==> config.mk <==
export PLATFORM = sky130hd
export DESIGN_NAME = sir_codec
export DESIGN_NICKNAME = d
export VERILOG_FILES = /design/src/rtl/sir_pkg.sv /design/src/rtl/sir_bit_phase.sv /design/src/rtl/sir_pulse_enc.sv /design/src/rtl/sir_pulse_dec.sv /design/src/rtl/sir_codec.sv
export SDC_FILE = /design/constraint.sdc
export NUM_CORES = 1
export LEC_CHECK = 0
export ABC_CLOCK_PERIOD_IN_PS = 2500
export BUFFER_PORTS_ARGS = -buffer_cell sky130_fd_sc_hd__clkbuf_2
export CORE_MARGIN = 2
export CORE_UTILIZATION = 35
export DETAILED_ROUTE_END_ITERATION = 10
export PLACE_DENSITY = 0.52
export SLEW_MARGIN = 30
export SYNTH_ARGS = -nofsm -noshare
export SYNTH_HDL_FRONTEND = slang
export SYNTH_SLANG_ARGS = --single-unit
==> constraint.sdc <==
create_clock -name clk -period 2.5 [get_ports clk]
set_clock_uncertainty 0.05 [all_clocks]
set_input_delay 0.125 -clock clk [delete_from_list [all_inputs] [get_ports clk]]
set_output_delay 0.125 -clock clk [all_outputs]
set_load 0.05 [all_outputs]
==> src/rtl/sir_pkg.sv <==
package sir_pkg;

    typedef enum logic [1:0] {
        ENC_MARK   = 2'd0,
        ENC_NARROW = 2'd1,
        ENC_FIXED  = 2'd2
    } enc_state_t;

    typedef enum logic {
        DEC_WAIT  = 1'b0,
        DEC_SPACE = 1'b1
    } dec_state_t;

endpackage

==> src/rtl/sir_bit_phase.sv <==
module sir_bit_phase #(
    parameter int PHASES = 16,
    parameter int PW     = $clog2(PHASES)
) (
    input  logic          clk,
    input  logic          rst_n,
    input  logic          active,
    input  logic          tick16,
    output logic [PW-1:0] phase,
    output logic          win_open
);
    localparam logic [PW-1:0] LAST = PW'(PHASES - 1);

    // Parked on the last phase while inactive: the first tick opens window 0.
    always_ff @(posedge clk or negedge rst_n) begin
        if (!rst_n) begin
            phase <= LAST;
        end else if (!active) begin
            phase <= LAST;
        end else if (tick16) begin
            phase <= (phase == LAST) ? '0 : phase + 1'b1;
        end
    end

    always_comb begin
        win_open = active && tick16 && (phase == LAST);
    end

endmodule

==> src/rtl/sir_pulse_enc.sv <==
module sir_pulse_enc
    import sir_pkg::*;
#(
    parameter int PHASES      = 16,
    parameter int PULSE_TICKS = 3,
    parameter int LP_PERIODS  = 3,
    parameter int PW          = $clog2(PHASES)
) (
    input  logic          clk,
    input  logic          rst_n,
    input  logic          active,
    input  logic          tick16,
    input  logic          lp_tick,
    input  logic          win_open,
    input  logic [PW-1:0] phase,
    input  logic          tx_bit,
    input  logic          lp_sel,
    output logic          pulse
);
    localparam int            CW       = $clog2(LP_PERIODS + 1);
    localparam logic [PW-1:0] END_PH   = PW'(PULSE_TICKS - 1);
    localparam logic [CW-1:0] LP_LAST  = CW'(LP_PERIODS - 1);

    enc_state_t    state, state_nxt;
    logic [CW-1:0] lp_cnt;

    // State register
    always_ff @(posedge clk or negedge rst_n) begin
        if (!rst_n) begin
            state <= ENC_MARK;
        end else begin
            state <= state_nxt;
        end
    end

    // Low-power period counter, restarted at every window opening
    always_ff @(posedge clk or negedge rst_n) begin
        if (!rst_n) begin
            lp_cnt <= '0;
        end else if (state != ENC_FIXED || win_open) begin
            lp_cnt <= '0;
        end else if (lp_tick) begin
            lp_cnt <= lp_cnt + 1'b1;
        end
    end

    // Transitions
    always_comb begin
        state_nxt = state;
        if (!active) begin
            state_nxt = ENC_MARK;
        end else if (win_open) begin
            if (tx_bit)      state_nxt = ENC_MARK;
            else if (lp_sel) state_nxt = ENC_FIXED;
            else             state_nxt = ENC_NARROW;
        end else begin
            unique case (state)
                ENC_MARK:   state_nxt = ENC_MARK;
                ENC_NARROW: if (tick16 && phase == END_PH)   state_nxt = ENC_MARK;
                ENC_FIXED:  if (lp_tick && lp_cnt == LP_LAST) state_nxt = ENC_MARK;
                default:    state_nxt = ENC_MARK;
            endcase
        end
    end

    // Outputs
    always_comb begin
        unique case (state)
            ENC_NARROW, ENC_FIXED: pulse = 1'b1;
            default:               pulse = 1'b0;
        endcase
    end

endmodule

==> src/rtl/sir_pulse_dec.sv <==
module sir_pulse_dec
    import sir_pkg::*;
#(
    parameter int PHASES      = 16,
    parameter int SYNC_STAGES = 2,
    parameter int PW          = $clog2(PHASES)
) (
    input  logic clk,
    input  logic rst_n,
    input  logic active,
    input  logic tick16,
    input  logic pin_n,
    output logic rx
);
    localparam logic [PW-1:0] LAST = PW'(PHASES - 1);

    logic [SYNC_STAGES-1:0] sync_q;
    logic                   seen;
    dec_state_t             state, state_nxt;
    logic [PW-1:0]          cnt;

    // Synchroniser chain on the active-high form of the pin
    always_ff @(posedge clk or negedge rst_n) begin
        if (!rst_n) begin
            sync_q <= '0;
        end else begin
            sync_q <= {sync_q[SYNC_STAGES-2:0], ~pin_n};
        end
    end

    always_comb begin
        seen = sync_q[SYNC_STAGES-1];
    end

    // State register
    always_ff @(posedge clk or negedge rst_n) begin
        if (!rst_n) begin
            state <= DEC_WAIT;
        end else begin
            state <= state_nxt;
        end
    end

    // Tick count within the low period
    always_ff @(posedge clk or negedge rst_n) begin
        if (!rst_n) begin
            cnt <= '0;
        end else if (state_nxt != DEC_SPACE) begin
            cnt <= '0;
        end else if (state == DEC_SPACE && tick16) begin
            cnt <= (cnt == LAST) ? '0 : cnt + 1'b1;
        end
    end

    // Transitions
    always_comb begin
        state_nxt = state;
        if (!active) begin
            state_nxt = DEC_WAIT;
        end else begin
            unique case (state)
                DEC_WAIT:  if (tick16 && seen) state_nxt = DEC_SPACE;
                DEC_SPACE: if (tick16 && cnt == LAST && !seen) state_nxt = DEC_WAIT;
                default:   state_nxt = DEC_WAIT;
            endcase
        end
    end

    // Outputs
    always_comb begin
        unique case (state)
            DEC_SPACE: rx = 1'b0;
            default:   rx = 1'b1;
        endcase
    end

endmodule

==> src/rtl/sir_codec.sv <==
module sir_codec #(
    parameter int PHASES      = 16,
    parameter int PULSE_TICKS = 3,
    parameter int LP_PERIODS  = 3,
    parameter int SYNC_STAGES = 2
) (
    input  logic clk,
    input  logic rst_n,
    input  logic uart_en,
    input  logic sir_en,
    input  logic lp_sel,
    input  logic loop_en,
    input  logic sir_test,
    input  logic tick16,
    input  logic lp_tick,
    input  logic tx_bit,
    input  logic uart_rxd,
    input  logic sir_in_n,
    output logic uart_txd,
    output logic sir_out,
    output logic rx_bit
);
    localparam int PW = $clog2(PHASES);

    logic          active;
    logic          loop_ir;
    logic          loop_wire;
    logic [PW-1:0] phase;
    logic          win_open;
    logic          enc_pulse;
    logic          dec_pin_n;
    logic          dec_rx;

    always_comb begin
        active    = uart_en && sir_en;
        loop_ir   = loop_en && sir_test;
        loop_wire = loop_en && !sir_test;
    end

    sir_bit_phase #(
        .PHASES (PHASES),
        .PW     (PW)
    ) u_phase (
        .clk      (clk),
        .rst_n    (rst_n),
        .active   (active),
        .tick16   (tick16),
        .phase    (phase),
        .win_open (win_open)
    );

    sir_pulse_enc #(
        .PHASES      (PHASES),
        .PULSE_TICKS (PULSE_TICKS),
        .LP_PERIODS  (LP_PERIODS),
        .PW          (PW)
    ) u_enc (
        .clk      (clk),
        .rst_n    (rst_n),
        .active   (active),
        .tick16   (tick16),
        .lp_tick  (lp_tick),
        .win_open (win_open),
        .phase    (phase),
        .tx_bit   (tx_bit),
        .lp_sel   (lp_sel),
        .pulse    (enc_pulse)
    );

    // Infrared loopback: encoder pulse inverted to the transceiver's low-active sense
    always_comb begin
        dec_pin_n = loop_ir ? ~enc_pulse : sir_in_n;
    end

    sir_pulse_dec #(
        .PHASES      (PHASES),
        .SYNC_STAGES (SYNC_STAGES),
        .PW          (PW)
    ) u_dec (
        .clk    (clk),
        .rst_n  (rst_n),
        .active (active),
        .tick16 (tick16),
        .pin_n  (dec_pin_n),
        .rx     (dec_rx)
    );

    always_comb begin
        sir_out  = enc_pulse;
        uart_txd = active ? 1'b1 : tx_bit;
        if (loop_wire)   rx_bit = uart_txd;
        else if (active) rx_bit = dec_rx;
        else             rx_bit = uart_rxd;
    end

endmodule

==> results.md, run 1 <==
Clock network:
- The number of buffers inserted by hold repair at cts is 3.
- The maximum count of clock buffers along a single path is 2.
- The total number of clock tree sinks is 15.
- For the worst-skew pair, the clock arrives at the later sink with an insertion delay of 290 ps.
- The root buffer cell chosen for the clock tree is clkbuf_4.
- The clock-pin slew on the worst setup and hold paths is 100 ps.
- The number of buffers added for setup after CTS is 0.
- CTS built an H-tree with a depth of 1.
- The number of buffers inserted during clock tree synthesis is 3.
- TritonCTS built the clock tree.
- In this run, post-CTS repair resized a total of 0 instances.

Synth:
- The library cell occupying the most area in the post-synthesis netlist is dfrtp_1.
- The synthesized netlist contains 28 unique library cells.
- The top-area cell type share of the netlist area is 0.326.
- Yosys printed 0 warnings.
- The most common flop cell mapped by yosys is dfrtp_1.
- The register area share after synthesis is 0.451.
- In the post-synthesis netlist, the biggest area contributors are dfrtp_1 33%, dfstp_2 12%, ha_1 8.9%, nand2_1 5.3%, o21ai_0 4.7%.
- The fraction of synthesis flops using an asynchronous set or reset pin is 1.00.
- In the post-synthesis netlist, the cell with the most instances is nand2_1.
- The flip-flop and latch count after synthesis is 15.
- After synthesis, the mean cell area works out to 9.48 sq um.
- The mapped cell area is 843 sq um.
- The number of enable flip-flop cells after synthesis is 0.
- Counting every instance in the synthesized netlist gives 89.
- Ranked by instance count, the synthesized netlist is headed by 12 x nand2_1, 11 x dfrtp_1, 9 x inv_1, 8 x o21ai_0, 7 x a21oi_1.
- When the netlist entered floorplanning its net count stood at 107.

Place:
- In this run the tool buffered the top-level ports with 14 buffer cells.
- Detailed placement ended at an HPWL of 1.17 mm.
- The cell total after placement is 129.
- The routability-driven placement congestion ratio is 0.719.

Power and ir drop:
- For this design the static power due to leakage is 0.481 nW.
- The largest vdd supply drop is 0.000202 V.
- The ratio of total power to cell area is 477 mW/mm^2.

Setup path:
- The cell family contributing the most delay on the critical path is flip-flops.
- The maximum fanout along the worst path is 6.
- The critical path goes through ha_1, nand4_2, or4_1, o21ai_0.
- The number of cells on the worst reg-to-reg path is 4.
- The sum of buffers and inverters on the critical path is 0.
- The cell at the slowest stage of the critical path is dfstp_2.
- The critical path depth is 4.
- Data arrives at the worst endpoint at 1770 ps.
- The critical setup path kind is reg -> reg.
- The worst setup path is captured at a flip-flop.
- The required arrival time at the worst endpoint is 2670 ps.
- The kind of start point of the critical path is a flip-flop.
- On the worst path, the slowest cell contributes a delay of between 500 and 600 ps.

Global route:
- The maximum number of pins on one net before global-route repair is 16.
- After global routing the overflow that remains totals 0.
- The global-route usage over all layers is 0.138.
- The via count of the first global-routing pass is 614.
- The global-route wire length before repair is 2.67 mm.
- The number of antenna violations at the first check in global routing was 0.

Die:
- The initial utilization of the core area, before any placement, comes to 0.374.
- The die is approximately 53 microns wide.
- The floorplan step defined a core boundary enclosing 0.00225 sq mm.
- The die covers 0.00282 sq mm.
- The die is 53.1 microns tall.
- The floorplan has 17 rows.
- In this run the count of I/O pins placed on the die edge is 15.

STA:
- The number of hold violations in the final report came to 0.
- Setup repair after global routing left no endpoint under its margin.
- Derived from the worst setup path, the maximum achievable clock frequency is 0.628 GHz.
- The summed negative setup slack over all endpoints is 0 ps.
- The ratio of final minimum period to clock period is 0.637.
- Setup violations remaining at the end of the flow were counted as 0.
- The transition time at the pin with the least slew margin is 386 ps.
- The final number of max-transition violations came to 0.
- The final critical path time including I/O delays and setup is 1590 ps.
- Measured against its own limit, the worst slew margin works out to 0.743.

Worst hold path:
- The tightest min-delay check is of the in -> reg type.
- The worst hold path cell count is 3.

Drt:
- The routed via count divided by cell count is 4.89.
- The via count is 665.
- The count of nets left with antenna violations once routing finished came out at 0.
- The total wire length after detailed routing is ~1.6 mm.
- The iteration count of the initial detailed-routing pass is 4.
- After detailed routing, the number of remaining DRC violations is 0.
- The routed wirelength normalized by instance count is 11.5 microns.
- The number of violations reported at the end of detailed-routing iteration 0 is 4.

Finish:
- The layout net count is 127.
- The number of antenna repair diodes is 0.
- The area added between synthesis and finish is 17.5%.
- The fraction of layout cells with a size suffix above 1 is 0.222.
- For this run, the number of standard cells in the final layout without fillers is 136.

Run:
- The tool flagged a number of max-cap violations equal to 0.

Run status:
- The run finished with clean final reports.
layer usage:
metal,track usage,routed length (microns)
met5,0,0
met4,0.0897,40
met2,0.215,685
met1,0.167,767
met3,0.0339,70
final timing paths:
path / startpoint / end / slack (ps)
hold / removal: sir_test / u_dec.sync_q[0] / 40
max in group asynchronous: rst_n / u_phase.phase[1] / 1860
min in group asynchronous: rst_n / u_enc.state[0] / 220
setup reg to reg: u_phase.phase[0] / u_enc.state[0] / 910
hold reg to reg: u_dec.sync_q[0] / u_dec.sync_q[1] / 320
setup / recovery: u_phase.phase[0] / u_enc.state[0] / 910
metrics by stage:
| stage | setup slack, ps | area, sq um | power (mW) | utilization | hold slack (ps) |
|---|---|---|---|---|---|
| after detailed placement | 926 | 933 | 0.330 | 0.414 | 17.5 |
| after global routing | 797 | 991 | 0.502 | 0.440 | 50.0 |
| after floorplan | 687 | 843 | 0.307 | - | -221 |
| after global placement | 952 | 933 | 0.330 | 0.414 | 15.8 |
| final | 907 | 991 | 0.472 | 0.440 | 36.8 |
| after CTS | 904 | 991 | 0.479 | 0.440 | 35.7 |
worst reg2reg max path, cell delays in order (launching register included):
cell and delay, ps:
dfstp_2 590, ha_1 230, nand4_2 170, or4_1 410
o21ai_0 80
cells by family after synthesis:
group                    count (synthesis)  share of synthesized area
adder cells (fa/ha/maj)                  6                     0.0890
buffers and inverters                   11                     0.0579
flip-flops                              15                      0.451
XOR/XNOR                                 3                     0.0312
AO/OA/AOI/OAI                           19                      0.131
multiplexers                             3                     0.0356
AND/OR/NAND/NOR                         32                      0.205
layout make-up:
cell class	instances	area (sq um)
Clock inverter	1	5.00
Sequential cell	15	380
Timing Repair Buffer	17	100
Multi-Input combinational cell	63	414
Tap cell	28	35.0
Fill cell	241	1260
Inverter	9	33.8
Clock buffer	3	22.5
placed cells by master, fill, tap and decap left out, types with 2 or more instances in the layout:
cell            n
and3_1          2
nand3_1         5
dlygate4sd3_1   3
ha_1            6
dfrtp_1        11
or3_1           2
inv_1           9
dfstp_2         4
a21oi_1         7
xor2_1          2
mux2i_1         3
clkbuf_2       14
o21ai_0         8
nor2_1          3
clkbuf_4        3
nand2_1        12
report_power, final:
part	total, mW	internal [mW]	leakage (nW)	switching, mW
logic	0.0692	0.0267	0.271	0.0425
clock network	0.144	0.0595	0.0177	0.0841
registers	0.259	0.252	0.192	0.00705
total	0.472	0.339	0.481	0.134
registers in the layout, indices dropped and copies added (netlist names):
register and flops:
u_dec.cnt 4, u_phase.phase 4, u_dec.sync_q 2, u_enc.lp_cnt 2, u_enc.state 2, u_dec.state 1
Power figures use the tool's default switching activity.
==> inputs of run 2 (changes only) <==
ABC_CLOCK_PERIOD_IN_PS = 1500   (was 2500)
clock period = 1.5 ns   (was 2.5 ns; I/O delays follow)
==> run 2 against run 1 <==
Worst hold slack lost 24 ps. Power up 70%. Via count rose by 5.7%. Sequential share of layout area is 3.4 points lower. Register-to-register slack got worse by 830 ps. Utilization rose by 4.3 points. Count of clock-buffer cells in the layout up 1. Clock power is 59% higher. Cell count increased by 6.6%. Global-route usage down 0.068 points.
==> results.md, run 2 (same netlist as run 1, synthesis figures left out) <==
Global route:
- The overflow left after global routing is 0 (unchanged).
- The maximum number of pins on one net before global-route repair is 16 (unchanged).
- The met2 global-route usage is 0.238 (+0.0229).
- The via count of the first global-routing pass came to 656 (+6.8%).
- The number of antenna violations at the first check in global routing was 0 (unchanged).
- The global-route usage over all layers is 0.137 (-0.000678).
- The met1 usage came to 0.162 (-0.00557).
- The global-route wire length before repair is 2.71 mm (+1.5%).
- The routing layer with the top usage in global route is met2.
- The global routing usage on met3 was 0.0508 (+0.0169).

Drt:
- The number of antenna-violating nets in the routed design was 0 (unchanged).
- The number of violations reported at the end of detailed-routing iteration 0 is 12 (+8).
- The routed wirelength normalized by instance count is 12.1 microns (+5.6%).
- The iteration count of the initial detailed-routing pass was 4 (unchanged).
- The routed via count divided by cell count is 4.85 (-0.85%).
- The total wire length after detailed routing was 1.76 mm (+13%).
- The via count is 703 (+5.7%).
- The number of DRC violations after detailed routing is 0 (unchanged).

STA:
- The number of hold violations in the final report is 0 (unchanged).
- The number of endpoints failing setup at the final stage is 0 (unchanged).
- The relative max-transition margin is 0.734 (-0.00889).
- The peak clock frequency supported by timing was 0.704 GHz (+12%).
- Setup repair after global routing could not meet its margin everywhere.
- The summed negative setup slack over all endpoints is 0 ps (unchanged).
- The ratio of final minimum period to clock period was 0.947 (+0.310).
- The final critical path time including I/O delays and setup came to 1420 ps (-173 ps).
- The transition time at the pin with the least slew margin is 399 ps (+13.3 ps).
- The final number of max-transition violations is 0 (unchanged).

Die:
- The area of the core region came to 0.00225 sq mm (unchanged).
- The vertical die dimension was 53.1 microns (unchanged).
- The row count is 17 (unchanged).
- The number of I/O pins is 15 (unchanged).
- The die footprint is 0.00282 sq mm (unchanged).
- The initial standard-cell utilization of the core is 0.374 (unchanged).
- The die outline width was 53.1 microns (unchanged).

Clock network:
- The number of buffers inserted during clock tree synthesis is 3 (unchanged).
- The maximum level of the CTS H-tree came to 1 (unchanged).
- The maximum count of clock buffers along a single path was 2 (unchanged).
- The library cell used as clock root buffer is clkbuf_4.
- The CTS tree is done.
- The clock-pin slew on the worst setup and hold paths is 90 ps (about the same).
- The total number of clock tree sinks is 15 (unchanged).
- The insertion delay to the later sink of the worst-skew pair is 280 ps (about the same).

Finish:
- In the layout the commonest cells are 12 x nand2_1, 12 x clkbuf_2, 11 x dfrtp_1.
- The largest registers in the layout are u_dec.cnt: 4 flops, u_phase.phase: 4 flops.
- The filler cell count is 245 (+1.7%).
- The number of antenna repair diodes is 0 (unchanged).
- The flip-flop and latch area is 380 sq um (unchanged).
- From synthesis to final layout, the design area changed by 29.1%.
- The fraction of layout cells with a size suffix above 1 is 0.291 (+0.0684).
- The footprint of the multi-input gates is 440 sq um (+6.3%).
- The filler-free cell count of the finished design is 145 (+6.6%).
- The layout net count came to 136 (+7.1%).

Setup path:
- The kind of start point of the critical path is a flip-flop.
- The delay of the slowest cell on the worst path came to 580 ps (about the same).
- The element type at the critical path end is a flip-flop.
- The critical setup path kind is reg -> reg.
- Walking the worst path, the cells encountered are ha_4, nand4_4, o21ai_0, buf_4, nor2_1.
- The slowest stage of the critical path is the dfstp_2 cell.
- The maximum fanout along the worst path came to 4 (-2).
- The worst reg2reg path depth is 5 (+1).
- The critical path data arrival time is 1540 ps (-230 ps).
- The required arrival time at the worst endpoint was 1620 ps (-1050 ps).

Run:
- The count of max-cap constraint violations is 0 (unchanged).

Place:
- The cell total after placement is 137 (+6.2%).
- The count of port buffers added during placement was 14 (unchanged).
- The routability-driven placement congestion ratio came to 0.801 (+11%).
- The half-perimeter wire length of the detailed placement result is 1.29 mm (+10%).

Worst hold path:
- The worst hold path cell count was 3 (unchanged).
- The tightest min-delay check is of the in -> reg type.

Power and ir drop:
- The largest vdd supply drop is 0.000589 V (+190%).
- The ratio of total power to cell area came to 738 mW/mm^2 (+55%).
- The reported leakage power came to 0.522 nW (+8.7%).

Run status:
- The flow ran to the end, and the final reports show no timing, DRC or antenna violations.
-- run 2: cell count changes in the layout (fill, tap and decap cells not counted), sizes merged --
cell	previous run	this run
buf	0	10
clkinv	1	0
-- run 2: per-layer routing --
layer,vias to the layer above,wire (microns)
met1,330,843
met3,2,61
li1,362,-
met5,-,0
met4,0,14
met2,9,841
-- run 2: per-stage QoR --
| step | hold WS (ps) | instance area [sq um] | utilization | setup WS, ps | power [mW] |
|---|---|---|---|---|---|
| 3_5_place_dp | -38.0 | 993 | 0.441 | 43.1 | 0.565 |
| 5_1_grt | 13.8 | 1090 | 0.483 | -10.8 | 0.853 |
| 2_1_floorplan | -271 | 843 | - | 5.22 | 0.511 |
| 3_3_place_gp | -40.6 | 993 | 0.441 | 46.7 | 0.564 |
| 6_report | 12.6 | 1090 | 0.483 | 79.8 | 0.804 |
| 4_1_cts | 2.22 | 1050 | 0.467 | 26.4 | 0.806 |
-- run 2: final timing paths --
check	startpoint	end	slack (ps)
worst max-delay path	u_phase.phase[0]	u_enc.lp_cnt[1]	80
worst min-delay path	sir_test	u_dec.sync_q[0]	10
worst max register to register	u_phase.phase[0]	u_enc.lp_cnt[1]	80
worst min register to register	u_dec.sync_q[0]	u_dec.sync_q[1]	320
max in group asynchronous	rst_n	u_phase.phase[0]	900
min in group asynchronous	rst_n	u_enc.state[1]	190
-- run 2: power by group --
group          switching [mW]  total, mW  internal [mW]  leakage [nW]
clock network           0.126      0.229          0.103        0.0150
registers              0.0125      0.433          0.421         0.192
logic                  0.0796      0.142         0.0622         0.315
-- run 2: area by class of cell --
type                    instances  share of cell area
repair buffers                 26               0.159
inverters                       9              0.0310
clock buffers                   4              0.0241
well taps                      28              0.0322
flip-flops and latches         15               0.349
multi-input cells              63               0.405
-- run 2: critical path: cells and delay by family (launching register included) --
family / cells / cell delay (ps)
DFF: 1 / 580
AOI/OAI and AO/OA: 1 / 240
and+or+nand+nor: 2 / 130
buffers and inverters: 1 / 160
adders and majority gates: 1 / 160
-- run 2: repair_timing --
action / in CTS / in global routing
setup buffers: 0 / 1
endpoints found under the hold margin: 17 / 0
hold buffers: 3 / 0
endpoints found under the setup margin: 1 / 10
resized for setup: 1 / 8
pin swaps: 0 / 4
cloned: 0 / 0
